## config.mk

```make
export PLATFORM = sky130hd
export DESIGN_NAME = irq_gate
export DESIGN_NICKNAME = d
export VERILOG_FILES = /design/src/rtl/irq_gate_pkg.sv /design/src/rtl/irq_edge_latch.sv /design/src/rtl/irq_prio_pick.sv /design/src/rtl/irq_lock_count.sv /design/src/rtl/irq_gate.sv
export SDC_FILE = /design/constraint.sdc
export NUM_CORES = 1
export LEC_CHECK = 0
export ABC_AREA = 1
export BUFFER_PORTS_ARGS = -buffer_cell sky130_fd_sc_hd__clkbuf_2
export CAP_MARGIN = 20
export CORE_ASPECT_RATIO = 0.75
export CORE_MARGIN = 2
export CORE_UTILIZATION = 31
export DETAILED_ROUTE_END_ITERATION = 12
export PLACE_DENSITY_LB_ADDON = 0.12
export SLEW_MARGIN = 10
export SYNTH_ARGS = -nofsm -noshare
export SYNTH_HDL_FRONTEND = slang
export SYNTH_SLANG_ARGS = --single-unit
```

## constraint.sdc

```tcl
create_clock -name clk -period 1.35 [get_ports clk]
set_input_delay 0 -clock clk [delete_from_list [all_inputs] [get_ports clk]]
set_output_delay 0 -clock clk [all_outputs]
set_load 0.03 [all_outputs]
```

## src/rtl/irq_gate_pkg.sv

```systemverilog
package irq_gate_pkg;

    localparam int unsigned DEF_NUM_IRQ  = 4;
    localparam int unsigned DEF_LOCK_LEN = 16;

    // enable/guard sequencing state
    typedef enum logic [1:0] {
        GATE_MASKED = 2'd0,  // interrupts disabled
        GATE_ARMING = 2'd1,  // enabled, one retire still owed to background
        GATE_OPEN   = 2'd2   // enabled, takes allowed
    } gate_state_e;

    // decoded strobes from the sequencer for one cycle
    typedef struct packed {
        logic retire;
        logic reti;
        logic en;
        logic dis;
        logic lock;
    } seq_cmd_t;

    function automatic int unsigned idx_width(input int unsigned n);
        return (n > 1) ? $clog2(n) : 1;
    endfunction

    function automatic int unsigned cnt_width(input int unsigned len);
        return $clog2(len + 1);
    endfunction

endpackage

```

## src/rtl/irq_edge_latch.sv

```systemverilog
module irq_edge_latch #(
    parameter int unsigned NUM_IRQ = 4
) (
    input  logic               clk,
    input  logic               rst,
    input  logic [NUM_IRQ-1:0] irq_i,
    input  logic [NUM_IRQ-1:0] clr_i,
    output logic [NUM_IRQ-1:0] pend_o
);
    logic [NUM_IRQ-1:0] irq_q;
    logic [NUM_IRQ-1:0] rise;

    assign rise = irq_i & ~irq_q;

    always_ff @(posedge clk) begin
        if (rst) begin
            irq_q  <= '0;
            pend_o <= '0;
        end else begin
            irq_q  <= irq_i;
            pend_o <= (pend_o & ~clr_i) | rise;
        end
    end
endmodule

```

## src/rtl/irq_prio_pick.sv

```systemverilog
module irq_prio_pick #(
    parameter int unsigned NUM_IRQ = 4,
    localparam int unsigned IW = irq_gate_pkg::idx_width(NUM_IRQ)
) (
    input  logic [NUM_IRQ-1:0] pend_i,
    output logic [NUM_IRQ-1:0] grant_o,
    output logic [IW-1:0]      idx_o,
    output logic               any_o
);
    logic [NUM_IRQ:0] seen;

    assign seen[0] = 1'b0;

    for (genvar g = 0; g < NUM_IRQ; g++) begin : g_chain
        assign grant_o[g]  = pend_i[g] & ~seen[g];
        assign seen[g + 1] = seen[g] | pend_i[g];
    end

    assign any_o = seen[NUM_IRQ];

    always_comb begin
        idx_o = '0;
        for (int i = 0; i < NUM_IRQ; i++) begin
            if (grant_o[i]) idx_o = idx_o | IW'(i);
        end
    end
endmodule

```

## src/rtl/irq_lock_count.sv

```systemverilog
module irq_lock_count #(
    parameter int unsigned LOCK_LEN = 16,
    localparam int unsigned CW = irq_gate_pkg::cnt_width(LOCK_LEN)
) (
    input  logic clk,
    input  logic rst,
    input  logic lock_i,
    input  logic retire_i,
    output logic busy_o
);
    logic [CW-1:0] cnt_q;

    always_ff @(posedge clk) begin
        if (rst) begin
            cnt_q <= '0;
        end else if (lock_i) begin
            cnt_q <= CW'(LOCK_LEN);
        end else if (retire_i && cnt_q != '0) begin
            cnt_q <= cnt_q - CW'(1);
        end
    end

    assign busy_o = (cnt_q != '0);
endmodule

```

## src/rtl/irq_gate.sv

```systemverilog
module irq_gate
    import irq_gate_pkg::*;
#(
    parameter int unsigned NUM_IRQ  = DEF_NUM_IRQ,
    parameter int unsigned LOCK_LEN = DEF_LOCK_LEN,
    localparam int unsigned IW = idx_width(NUM_IRQ)
) (
    input  logic               clk,
    input  logic               rst,
    input  logic               retire_i,
    input  logic [NUM_IRQ-1:0] irq_i,
    input  logic               reti_i,
    input  logic               ei_i,
    input  logic               di_i,
    input  logic               lock_i,
    output logic               take_o,
    output logic [IW-1:0]      vec_o,
    output logic               gie_o
);
    seq_cmd_t           cmd;
    gate_state_e        state_q, state_d;
    logic [NUM_IRQ-1:0] pend_q;
    logic [NUM_IRQ-1:0] grant;
    logic [NUM_IRQ-1:0] clr;
    logic               any_pend;
    logic               lock_busy;

    assign cmd = '{retire: retire_i, reti: reti_i, en: ei_i, dis: di_i, lock: lock_i};

    irq_edge_latch #(.NUM_IRQ(NUM_IRQ)) i_latch (
        .clk    (clk),
        .rst    (rst),
        .irq_i  (irq_i),
        .clr_i  (clr),
        .pend_o (pend_q)
    );

    irq_prio_pick #(.NUM_IRQ(NUM_IRQ)) i_pick (
        .pend_i  (pend_q),
        .grant_o (grant),
        .idx_o   (vec_o),
        .any_o   (any_pend)
    );

    irq_lock_count #(.LOCK_LEN(LOCK_LEN)) i_lock (
        .clk      (clk),
        .rst      (rst),
        .lock_i   (cmd.lock),
        .retire_i (cmd.retire),
        .busy_o   (lock_busy)
    );

    // take only at a boundary, when fully open and not locked
    assign take_o = cmd.retire && (state_q == GATE_OPEN) && !lock_busy && any_pend;
    assign clr    = take_o ? grant : '0;
    assign gie_o  = (state_q != GATE_MASKED);

    always_comb begin
        state_d = state_q;
        if (take_o || cmd.dis) begin
            state_d = GATE_MASKED;
        end else begin
            case (state_q)
                GATE_MASKED: if (cmd.en || cmd.reti) state_d = GATE_ARMING;
                GATE_ARMING: if (cmd.retire) state_d = GATE_OPEN;
                GATE_OPEN:   state_d = GATE_OPEN;
                default:     state_d = GATE_MASKED;
            endcase
        end
    end

    always_ff @(posedge clk) begin
        if (rst) state_q <= GATE_MASKED;
        else     state_q <= state_d;
    end
endmodule

```

Yosys cells after proc, flatten, opt, wreduce, memory -nomap -nowiden
Index checks and enable logic that the tools add are counted.
- bits in registers: 15
- input bits: 11
- logic and storage cells: 47
- $add $sub $neg: 1
- equality and inequality tests: 4
- mux-type cells: 9
- bitwise logic cells: 14
- reductions and logical operators: 14
- operators by type and width (kind ; number):
    $mux 5 ; 2
    $and 4x4->4 ; 2
    $mux 2 ; 4
    $not 4->4 ; 2
    $pmux 2 s3 ; 1
    $reduce_bool 5->1 ; 1
    $sub 5x1->5 const B ; 1
    $logic_and 1x1->1 ; 4
    $mux 4 ; 1
    $ne 2x2->1 const B ; 2
    $or 4x4->4 ; 1
    $reduce_bool 2->1 ; 2
    $reduce_or 2->1 ; 2
    $and 1x1->1 ; 3
    $not 1->1 ; 3
    $or 1x1->1 ; 3
    $eq 2x1->1 const B ; 1
    $eq 2x2->1 const B ; 1
    $logic_not 2->1 ; 1
    $logic_or 1x1->1 ; 2
    $reduce_and 2->1 ; 1
    $logic_not 1->1 ; 1
    $mux 1 ; 1

Logic depth before layout (Yosys ltp)
Gate-level depths: netlist (run 1).
- word-level depth: 8
- mapped depth: 8
- mapped depth without buffers: 8

By module
A second synthesis (run 1) with hierarchy kept.
- cells, all modules: 124
- area, all modules: 824.5 um^2
- modules (own cells, without submodules) (module ; instances ; cells each ; area an instance (um^2)):
    irq_edge_latch ; 1 ; 37 ; 279.0
    irq_lock_count ; 1 ; 36 ; 260.2
    irq_gate ; 1 ; 38 ; 222.7
    irq_prio_pick ; 1 ; 13 ; 62.6

Worst setup path after synthesis (run 1)
OpenSTA, ideal clock, no wires.
- path kind: flip-flop to flip-flop
- from: register i_lock.cnt_q[0]
- to: register i_latch.pend_o[0]
- library setup time: 0.113 ns
- data arrival time: 1.000 ns
- path slack: 0.237 ns
- stages on the path, launching flop included: 8
- buffers on the path: 0
- period minus slack after synthesis: 1.113 ns
- cells stage by stage: dfxtp_1 -> inv_1 -> ha_1 -> nand2_2 -> nor2_4 -> nand3_2 -> nand3_1 -> nand2_1
- longest elaborated chain between the ends: 8
- RTL lines (element ; line ; text):
    start: declaration ; irq_lock_count.sv:11 ; logic [CW-1:0] cnt_q;
    start signal: assignment ; irq_lock_count.sv:17 ; cnt_q <= CW'(LOCK_LEN);
    start signal: assignment ; irq_lock_count.sv:19 ; cnt_q <= cnt_q - CW'(1);
    $reduce_bool 5->1 ; irq_lock_count.sv:23 ; assign busy_o = (cnt_q != '0);
    $logic_not 1->1 ; irq_gate.sv:54 ; assign take_o = cmd.retire && (state_q == GATE_OPEN) && !lock_busy && any_pend;
    $logic_and 1x1->1 (2 in series) ; irq_gate.sv:54 ;
    $mux 4 ; irq_gate.sv:55 ; assign clr = take_o ? grant : '0;
    $not 4->4 ; irq_edge_latch.sv:21 ; pend_o <= (pend_o & ~clr_i) | rise;
    $and 4x4->4 ; irq_edge_latch.sv:21 ;
    $or 4x4->4 ; irq_edge_latch.sv:21 ;
    end signal: assignment ; irq_edge_latch.sv:21 ;
    end: declaration ; irq_edge_latch.sv:8 ; output logic [NUM_IRQ-1:0] pend_o
No other way between the ends.
A chain may end at the register's enable or synchronous reset.

Final worst setup path (run 1)
- from: register i_lock.cnt_q[2]
- to: output take_o
- longest elaborated chain between the ends: 4
- RTL lines (element ; line ; text):
    $reduce_bool 5->1 ; irq_lock_count.sv:23 ;
    $logic_not 1->1 ; irq_gate.sv:54 ;
    $logic_and 1x1->1 (2 in series) ; irq_gate.sv:54 ;
    end: declaration ; irq_gate.sv:16 ; output logic take_o,
No other way between the ends.

==> impl_results.md, run 1 <==
- Status: finished clean
- GRT overflow: 0
- Yosys top cell area share: 0.372
- I/O pin total: 15
- PortBufs: 14
- Synth Area in XOR/XNOR: 0.0108
- PwrDens: 918 mW/mm²
- Reg2reg end: i_latch.pend_o[1]$_SDFF_PP0_
- Switching power: 329 µW
- Yosys reg bits: 15
- Peak supply drop: 0.568 mV
- Worst path cell trace: nor2_4, nand2_4, nor2_4, nand3_4, inv_2, buf_8
- Area grow syn2layout: 38.9%
- Hold_sp: rst
- TritonCTS Buffers: 3
- Reg2Reg Depth: 8
- Crit. End Element: primary output
- Most frequent cell on the critical path: nor2_4
- Remaining DRCs: 0
- Crit path arrival time: 1.29 ns
- Max Slew Vio Count: 0
- Min-delay worst type: input port to flop
- Clk_lat worst skew: 0.29 ns
- Initial Util: 0.339
- Full die area: 0.00304 mm²
- Combinational share of power: 0.264
- Hold slack: 0.00410 ns
- Final instance area: 0.00112 mm²
- Most frequent cells in the layout: nand2_1 (28), inv_1 (23), nor2_1 (16)
- Layout cells sized above 1: 0.296
- Post-synthesis mux area share: 0
- Sw frac: 0.320
- Largest family of logic cells by synthesized area: simple AND/OR/NAND/NOR gates
- Most common cell after layout, fill and taps aside: nand2_1
- Fin. Hold Viols: 0
- Period utilisation layout: 0.955
- Vias in the first global route: 658
- Initial antenna violation count: 0
- Via density: 4.09
- Crit Path Max Fanout: 4
- Slew @ Worst Pin: 0.241 ns
- Row count: 15
- Top cells by area, synth: dfxtp_1 (37%), nand2_1 (13%), inv_1 (13%), nor2_1 (7.9%), ha_1 (7.7%)
- Fmax: 0.776 GHz
- RSZ-0062 raised after global routing: yes
- Post-synth cell types: 17
- CP Launch Point: i_lock.cnt_q[2]$_SDFFE_PP0P_
- Register area share after synthesis: 0.372
- Root Buffer: clkbuf_4
- TritonCTS Sinks: 15
- Routed wire length: 1580 µm
- Syn Inst Count: 120
- CTS max path bufs: 2
- Clk_skew: 0.00284 ns
- Post-synthesis simple-gate area fraction: 0.361
- Synth Area per Inst: 6.74 µm²
- Pleak: 0.000582 µW
- Setup_tns: 0 ns
- Required time worst endpoint: 1.35 ns
- Hold Path Depth: 2
- WHS Endpoint: i_lock.cnt_q[4]$_SDFFE_PP0P_
- Routed WL per cell: 8.48 µm
- Antenna Nets Post-Route: 0
- Drt pass-1 iters: 4
- Crit-path slowest cell: dfxtp_1
- Largest net degree at the start of global routing: 11
- Ant diodes: 0
- Drt initial violations: 14
- H-tree depth: 1
- Seq pwr share: 0.480
- CP max stage delay: 0.39 ns
- Max_cap viols: 0
- # setup viols final: 0
- Clock Pin Slew Worst Setup and Hold Paths: 0.09 ns
- Std-Cell Core Area: 0.00238 mm²
- CTS tree: done
- Final net count: 169
- Tot GR Track Use: 0.119
- Crit Path Class: flop to primary output
- Net Count, Synth: 136
- Dpl cell area: 916 µm²
- Clock power share: 0.256
- Via count: 761
- FF-to-FF Start: state_q[1]$_SDFFE_PP0P_
- Global placer's final weighted congestion: 0.730
- Pint: 701 µW
- Die width: 63.0 µm
- DIE HEIGHT: 48.2 µm
- R2R Setup Slk: 0.11 ns
- HPWL Detailed: 1090 µm
- Startpoint types: flop
- Yosys warning count: 0
- Rel. slew slack: 0.839
- Post-layout min period: 1.29 ns
- Synth Area in Compound Gates: 0.0433
- Leading area contributor after synthesis: dfxtp_1
- Synth Area in Adders: 0.0774
- Post-Syn Area: 808 µm²
- First-pass GRT wire length: 2730 µm
kinds of logic after synthesis:
family                     Yosys count
xor gates and xnor gates             1
adders and majority gates            5
DFF                                 15
AOI/OAI and AO/OA                    7
buffers and inverters               29
and+or+nand+nor                     63
cell type report:
cell class | instances | area, µm²
tap | 34 | 42.5
multi-input combinational | 76 | 435
sequential | 15 | 304
inverter | 28 | 105
clock inverter | 1 | 5.00
fill | 262 | 1260
timing repair buffer | 29 | 208
clock buffer | 3 | 22.5
how the worst max path moves through the flow:
stage | to | slack [ns] | cells past startpoint
finish | take_o | 0.06 | 6
global route | take_o | -0.02 | 6
CTS | take_o | 0.002 | 7
detailed placement | take_o | 0.11 | 7
global placement | take_o | 0.16 | 7
floorplan | i_latch.pend_o[0]$_SDFF_PP0_ | 0.24 | 7
worst max-delay path, delay by kind of cell (launching register included):
kind,cells,cell delay [ns]
and+or+nand+nor,4,0.44
DFF,1,0.39
buffers and inverters,2,0.18
power groups by stage:
stage	sequential [µW]	clock, µW	combinational (µW)
floorplan	497	0	168
global placement	501	0	215
detailed placement	502	0	215
CTS	494	278	251
global route	499	299	308
finish	495	264	272
metal layers:
layer  GRT usage  routed length [µm]  up-vias
li1            -                   -      423
met1       0.141                 795      314
met2       0.202                 683       20
met3      0.0508                  78        4
met4      0.0400                  21        0
met5           0                   0        -
what timing repair did:
action,CTS,global route
hold buffers,6,0
setup buffers,5,4
hold endpoints to repair,11,0
endpoints found under the setup margin,1,1
pin swaps,3,6
resized for setup,11,6
synth_stat cells:
library cell  count
buf_2             1
ha_1              5
nand3_1           6
nand3_2           3
dfxtp_1          15
xor2_1            1
a21oi_1           6
inv_1            27
inv_2             1
nor2_2            1
nor2_1           17
nor2_4            1
nand2_1          28
o21ai_0           1
nand3b_1          1
nand2_2           3
nand4_1           3
state kept, by name (all words and copies together), names as in the netlist:
signal,flops
i_latch.irq_q,4
i_lock.cnt_q,5
state_q,2
i_latch.pend_o,4
metrics by stage:
stage / setup WS (ns) / instances / power (µW) / util
final: 0.0610 / 186 / 1030 / 0.471
after global routing: -0.0179 / 186 / 1110 / 0.471
after CTS: 0.00157 / 182 / 1020 / 0.450
after detailed placement: 0.113 / 167 / 717 / 0.384
after global placement: 0.160 / 167 / 716 / 0.384
after floorplan: 0.237 / 120 / 665 / -
(Power assumes the default switching activity.)
==> run 2, diff against run 1 <==
==> constraint.sdc (replaced) <==
create_clock -name clk -period 1.35 [get_ports clk]
set_input_delay 0.135 -clock clk [delete_from_list [all_inputs] [get_ports clk]]
set_output_delay 0.135 -clock clk [all_outputs]
set_load 0.03 [all_outputs]
==> run 2 against run 1 <==
Effect of this change:
- the flow now finishes with violations (negative setup slack)
- flip-flop and latch count unchanged
- critical path depth unchanged
- die area unchanged
- worst setup slack worse by 0.12 ns
- sequential power is essentially flat
- cell area down 2.6%
- fmax fell by 8.2%
- critical endpoint unchanged
==> impl_results.md, run 2 (synthesis results as in run 1) <==
- Biggest regs: i_lock.cnt_q: 5 flops, i_latch.irq_q: 4 flops, i_latch.pend_o: 4 flops (unchanged)
- Vias in the first global route: 649 (was 658)
- Period utilisation layout: 1.04 (was 0.955)
- Routed wire length: 1540 µm (was 1580 µm)
- CTS tree: done (unchanged)
- Clk_skew: 0.00499 ns (was 0.00284 ns)
- Post-layout min period: 1.40 ns (was 1.29 ns)
- Most frequent cells in the layout: nand2_1 (28), inv_1 (22), nor2_1 (16) (was nand2_1 (28), inv_1 (23), nor2_1 (16))
- Pleak: 0.000564 µW (was 0.000582 µW)
- Met3 WL: 72 µm (was 78 µm)
- Max Slew Vio Count: 0 (unchanged)
- Crit-path slowest cell: dfxtp_1 (unchanged)
- DIE HEIGHT: 48.2 µm (unchanged)
- Max_cap viols: 0 (unchanged)
- Peak supply drop: 0.512 mV (was 0.568 mV)
- CTS max path bufs: 2 (unchanged)
- DR WL met2: 693 µm (was 683 µm)
- Final net count: 164 (was 169)
- Place WS: 0.0799 ns (was 0.113 ns)
- Slew @ Worst Pin: 0.211 ns (was 0.241 ns)
- PortBufs: 14 (unchanged)
- Crit Path Class: flop to primary output (unchanged)
- Via density: 4.02 (was 4.09)
- Via count: 728 (was 761)
- Top Layer Used: met4 (unchanged)
- CP max stage delay: 0.35 ns (was 0.39 ns)
- Std-Cell Core Area: 0.00238 mm² (unchanged)
- I/O pin total: 15 (unchanged)
- Drt pass-1 iters: 4 (unchanged)
- Clock Pin Slew Worst Setup and Hold Paths: 0.10 ns (was 0.09 ns)
- PwrDens: 937 mW/mm² (was 918 mW/mm²)
- Crit Path Max Fanout: 4 (unchanged)
- Area grow syn2layout: 35.3% (was 38.9%)
- Status: finished with violations (was finished clean)
- GRT overflow: 0 (unchanged)
- Routed WL per cell: 8.50 µm (was 8.48 µm)
- M1 wire length: 756 µm (was 795 µm)
- # setup viols final: 1 (was 0)
- RSZ-0062 raised after global routing: yes (unchanged)
- Drt initial violations: 15 (was 14)
- Antenna Nets Post-Route: 0 (unchanged)
- Crit path arrival time: 1.27 ns (was 1.29 ns)
- Required time worst endpoint: 1.22 ns (was 1.35 ns)
- Clk_lat worst skew: 0.29 ns (about the same)
- HPWL Detailed: 1190 µm (was 1090 µm)
- Layout cells sized above 1: 0.347 (was 0.296)
- Utilization after layout: 0.459 (was 0.471)
- First-pass GRT wire length: 2560 µm (was 2730 µm)
- Hold Buf Count CTS: 0 (was 6)
- Ant diodes: 0 (unchanged)
- Most common cell after layout, fill and taps aside: nand2_1 (unchanged)
- Die width: 63.0 µm (unchanged)
- Tot GR Track Use: 0.111 (was 0.119)
- Fmax: 0.712 GHz (was 0.776 GHz)
- Min-delay worst type: input port to flop (unchanged)
- Row count: 15 (unchanged)
- TritonCTS Sinks: 15 (unchanged)
- Rel. slew slack: 0.859 (was 0.839)
- Failing checks: negative setup slack
- Worst path cell trace: nor2_2, nand2_4, nor2_4, nand3_2, inv_2, buf_8 (was nor2_4, nand2_4, nor2_4, nand3_4, inv_2, buf_8)
- Max FFs per register: 5 (unchanged)
- Crit. End Element: primary output (unchanged)
- Startpoint types: flop (unchanged)
- Most flops, register: i_lock.cnt_q (unchanged)
- H-tree depth: 1 (unchanged)
- Fin. Hold Viols: 0 (unchanged)
- Final WS setup: -0.0544 ns (was 0.0610 ns)
- Root Buffer: clkbuf_4 (unchanged)
- Full die area: 0.00304 mm² (unchanged)
- Global placer's final weighted congestion: 0.812 (was 0.730)
- TritonCTS Buffers: 3 (unchanged)
- Initial antenna violation count: 0 (unchanged)
- Remaining DRCs: 0 (unchanged)
- Initial Util: 0.339 (unchanged)
- Largest net degree at the start of global routing: 11 (unchanged)
==> run 2: worst paths after layout <==
path | from | endpoint | slack, ns | depth (start not counted)
hold / removal | irq_i[1] | i_latch.irq_q[1]$_SDFF_PP0_ | 0.03 | 3
setup reg to reg | i_lock.cnt_q[0]$_SDFFE_PP0P_ | i_lock.cnt_q[3]$_SDFFE_PP0P_ | 0.09 | 9
hold reg to reg | i_latch.irq_q[1]$_SDFF_PP0_ | i_latch.pend_o[1]$_SDFF_PP0_ | 0.47 | 3
setup / recovery | i_lock.cnt_q[3]$_SDFFE_PP0P_ | take_o | -0.05 | 6
==> run 2: per-layer routing <==
layer  vias up  GRT usage
met5         -          0
met3         2     0.0508
li1        411          -
met2        13      0.198
met4         0     0.0267
met1       302      0.126
==> run 2: critical path: cells and delay by family (launching register included) <==
family | cells | cell delay [ns]
buffers and inverters | 2 | 0.18
flip-flops | 1 | 0.35
AND/OR/NAND/NOR | 4 | 0.44
==> run 2: what timing repair did <==
item / 4_1_cts / 5_1_grt
resized for setup: 12 / 16
setup buffers: 3 / 4
endpoints found under the setup margin: 1 / 4
pin swaps: 2 / 5
==> run 2: layout make-up <==
cell class / count / area [µm²]
clock buffer: 3 / 22.5
clock inverter: 1 / 5.00
fill: 280 / 1290
inverter: 28 / 105
multi-input combinational: 76 / 452
sequential: 15 / 305
tap: 34 / 42.5
timing repair buffer: 24 / 161
==> run 2: metrics by stage <==
step	area [µm²]	TNS [ns]	power, µW	hold slack [ns]	cells
CTS	1020	-0.0950	1020	0.0227	177
finish	1090	-0.0544	1020	0.0346	181
global route	1090	-0.160	1100	0.0204	181
global placement	938	0	723	0.342	170
floorplan	808	0	665	0.254	120
detailed placement	938	0	726	0.347	170
==> run 2: where the power goes <==
part           internal [µW]  total, µW  switching [µW]
Sequential               473        494            20.4
Clock                    110        264             154
Combinational            113        267             153
==> run 3, diff against run 2 <==
--- a/config.mk
+++ b/config.mk
@@ -12,7 +12,6 @@
 export CORE_MARGIN = 2
 export CORE_UTILIZATION = 31
 export DETAILED_ROUTE_END_ITERATION = 12
-export PLACE_DENSITY_LB_ADDON = 0.12
 export SLEW_MARGIN = 10
 export SYNTH_ARGS = -nofsm -noshare
 export SYNTH_HDL_FRONTEND = slang
==> constraint.sdc (replaced) <==
create_clock -name clk -period 1.5 [get_ports clk]
set_input_delay 0.15 -clock clk [delete_from_list [all_inputs] [get_ports clk]]
set_output_delay 0.15 -clock clk [all_outputs]
set_load 0.03 [all_outputs]
==> run 3 against run 2 <==
Effect of this change:
- the run now ends clean
- global-route usage rose by 0.44 points
- clock skew decreased by 0.0020 ns
- critical path depth rose by 1
- flip-flop and latch count did not move
- combinational power shrank 13%
- register-to-register slack improved by 0.11 ns
- non-clock buffer count down 1
- worst setup slack improved by 0.13 ns
- final cell count is 0.55% lower
- clock-buffer cell count rose by 1
==> impl_results.md, run 3 (synthesis results as in run 1) <==
- Switching power: 283 µW (was 328 µW)
- Max Slew Vio Count: 0 (unchanged)
- Routed wire length: 1570 µm (was 1540 µm)
- TritonCTS Buffers: 3 (unchanged)
- Root Buffer: clkbuf_4 (unchanged)
- Via count: 742 (was 728)
- Required time worst endpoint: 1.35 ns (was 1.22 ns)
- Most flops, register: i_lock.cnt_q (unchanged)
- Max FFs per register: 5 (unchanged)
- Rel. slew slack: 0.855 (was 0.859)
- TritonCTS Sinks: 15 (unchanged)
- Tot GR Track Use: 0.115 (was 0.111)
- Fin. Hold Viols: 0 (unchanged)
- Crit Path Max Fanout: 3 (was 4)
- Seq pwr share: 0.491 (was 0.482)
- Placed cells: 168 (was 170)
- Die width: 63.0 µm (unchanged)
- Area grow syn2layout: 32.8% (was 35.3%)
- Clock Pin Slew Worst Setup and Hold Paths: 0.09 ns (was 0.10 ns)
- Std-Cell Core Area: 0.00238 mm² (unchanged)
- Most common cell after layout, fill and taps aside: nand2_1 (unchanged)
- Via density: 4.12 (was 4.02)
- Pleak: 0.000552 µW (was 0.000564 µW)
- CTS tree: done (unchanged)
- Dpl cell area: 923 µm² (was 938 µm²)
- I/O pin total: 15 (unchanged)
- FF-to-FF Start: i_lock.cnt_q[1]$_SDFFE_PP0P_ (was i_lock.cnt_q[0]$_SDFFE_PP0P_)
- Drt pass-1 iters: 4 (unchanged)
- Max_cap viols: 0 (unchanged)
- Min-delay worst type: input port to flop (unchanged)
- Routed WL per cell: 8.70 µm (was 8.50 µm)
- H-tree depth: 1 (unchanged)
- Combinational share of power: 0.257 (was 0.260)
- Sw frac: 0.311 (was 0.320)
- Drt initial violations: 53 (was 15)
- R2R Setup Slk: 0.20 ns (was 0.09 ns)
- Clock power share: 0.253 (was 0.258)
- Fin cells: 180 (was 181)
- Global placer's final weighted congestion: 0.807 (was 0.812)
- Initial antenna violation count: 0 (unchanged)
- Utilization after layout: 0.450 (was 0.459)
- CP Launch Point: i_lock.cnt_q[0]$_SDFFE_PP0P_ (was i_lock.cnt_q[3]$_SDFFE_PP0P_)
- GRT overflow: 0 (unchanged)
- Most frequent cells in the layout: nand2_1 (28), inv_1 (22), nor2_1 (16) (unchanged)
- # setup viols final: 0 (was 1)
- Reg2reg end: i_lock.cnt_q[1]$_SDFFE_PP0P_ (was i_lock.cnt_q[3]$_SDFFE_PP0P_)
- HPWL Detailed: 1150 µm (was 1190 µm)
- Row count: 15 (unchanged)
- Final net count: 163 (was 164)
- Pint: 626 µW (was 697 µW)
- First-pass GRT wire length: 2650 µm (was 2560 µm)
- Fmax: 0.701 GHz
- Status: finished clean (was finished with violations)
- Setup crit end: take_o (unchanged)
- DIE HEIGHT: 48.2 µm (unchanged)
- Vias in the first global route: 650 (was 649)
- Layout cells sized above 1: 0.315 (was 0.347)
- Largest net degree at the start of global routing: 11 (unchanged)
- Full die area: 0.00304 mm² (unchanged)
- Antenna Nets Post-Route: 0 (unchanged)
- Reg2Reg Depth: 10 (was 9)
- Slew @ Worst Pin: 0.217 ns (was 0.211 ns)
- Clk_skew: 0.00295 ns (was 0.00499 ns)
- Crit Path Class: flop to primary output (unchanged)
- Post-layout min period: 1.43 ns
- Crit path arrival time: 1.28 ns (was 1.27 ns)
- Peak supply drop: 0.337 mV (was 0.512 mV)
- Remaining DRCs: 0 (unchanged)
- CTS max path bufs: 2 (unchanged)
- Biggest regs: i_lock.cnt_q: 5 flops, i_latch.irq_q: 4 flops, i_latch.pend_o: 4 flops (unchanged)
- PwrDens: 847 mW/mm² (was 937 mW/mm²)
- PortBufs: 14 (unchanged)
- Period utilisation layout: 0.951
- Crit. End Element: primary output (unchanged)
- Ant diodes: 0 (unchanged)
- Startpoint types: flop (unchanged)
- Initial Util: 0.339 (unchanged)
- Final instance area: 0.00107 mm² (was 0.00109 mm²)
- Clk_lat worst skew: 0.28 ns (was 0.29 ns)
- Power Total: 910 µW (was 1020 µW)
[run 3: changes by cell type in the layout (fill, tap and decap cells not counted), sizes merged]
cell / previous run / this run
clkinv: 1 / 0
buf: 14 / 10
clkbuf: 13 / 17
[run 3: metal layers]
metal | part of all wire | global-route usage | vias to the layer above
li1 | - | - | 411
met1 | 0.47 | 0.132 | 310
met2 | 0.46 | 0.202 | 19
met3 | 0.066 | 0.0485 | 2
met4 | 0.0064 | 0.0400 | 0
met5 | 0 | 0 | -
[run 3: power groups by stage]
stage / logic, µW / registers, µW / clock network [µW]
after global routing: 265 / 450 / 265
final: 233 / 446 / 230
after CTS: 215 / 444 / 247
after detailed placement: 196 / 451 / 0
after global placement: 191 / 451 / 0
after floorplan: 151 / 447 / 0
[run 3: how the worst min path moves through the flow]
| stage | startpoint | endpoint | slack [ns] | depth (start not counted) |
|---|---|---|---|---|
| after CTS | irq_i[3] | i_latch.irq_q[3]$_SDFF_PP0_ | 0.05 | 3 |
| after global placement | irq_i[2] | i_latch.irq_q[2]$_SDFF_PP0_ | 0.36 | 3 |
| after detailed placement | irq_i[3] | i_latch.irq_q[3]$_SDFF_PP0_ | 0.36 | 3 |
| after floorplan | irq_i[0] | i_latch.irq_q[0]$_SDFF_PP0_ | 0.27 | 2 |
| after global routing | irq_i[1] | i_latch.irq_q[1]$_SDFF_PP0_ | 0.05 | 3 |
| final | irq_i[2] | i_latch.irq_q[2]$_SDFF_PP0_ | 0.06 | 3 |
[run 3: cell type report]
type | count | area (µm²)
clock buffers | 4 | 26.3
fillers | 264 | 1310
inverters | 28 | 105
multi-input cells | 76 | 448
flip-flops and latches | 15 | 304
well taps | 34 | 42.5
repair buffers | 23 | 148
[run 3: worst max-delay path: stages (launching register included)]
cell     delay (ns)
dfxtp_2        0.33
inv_2          0.07
ha_4           0.16
nand2_4        0.05
nor2_4         0.11
nand3_4        0.09
inv_2          0.07
buf_8          0.11
[run 3: through the flow]
step	hold WS [ns]	setup slack, ns	setup TNS [ns]
floorplan	0.269	0.247	0
global placement	0.358	0.135	0
detailed placement	0.364	0.105	0
CTS	0.0485	0.00190	0
global route	0.0517	-0.00960	-0.00960
finish	0.0632	0.0730	0
[run 3: repair_timing]
| item | CTS | global route |
|---|---|---|
| endpoints found under the setup margin | 1 | 1 |
| resized for setup | 12 | 8 |
| gates cloned | 0 | 0 |
| pin swaps | 2 | 5 |
| setup buffers | 4 | 4 |
| hold buffers | 0 | 0 |
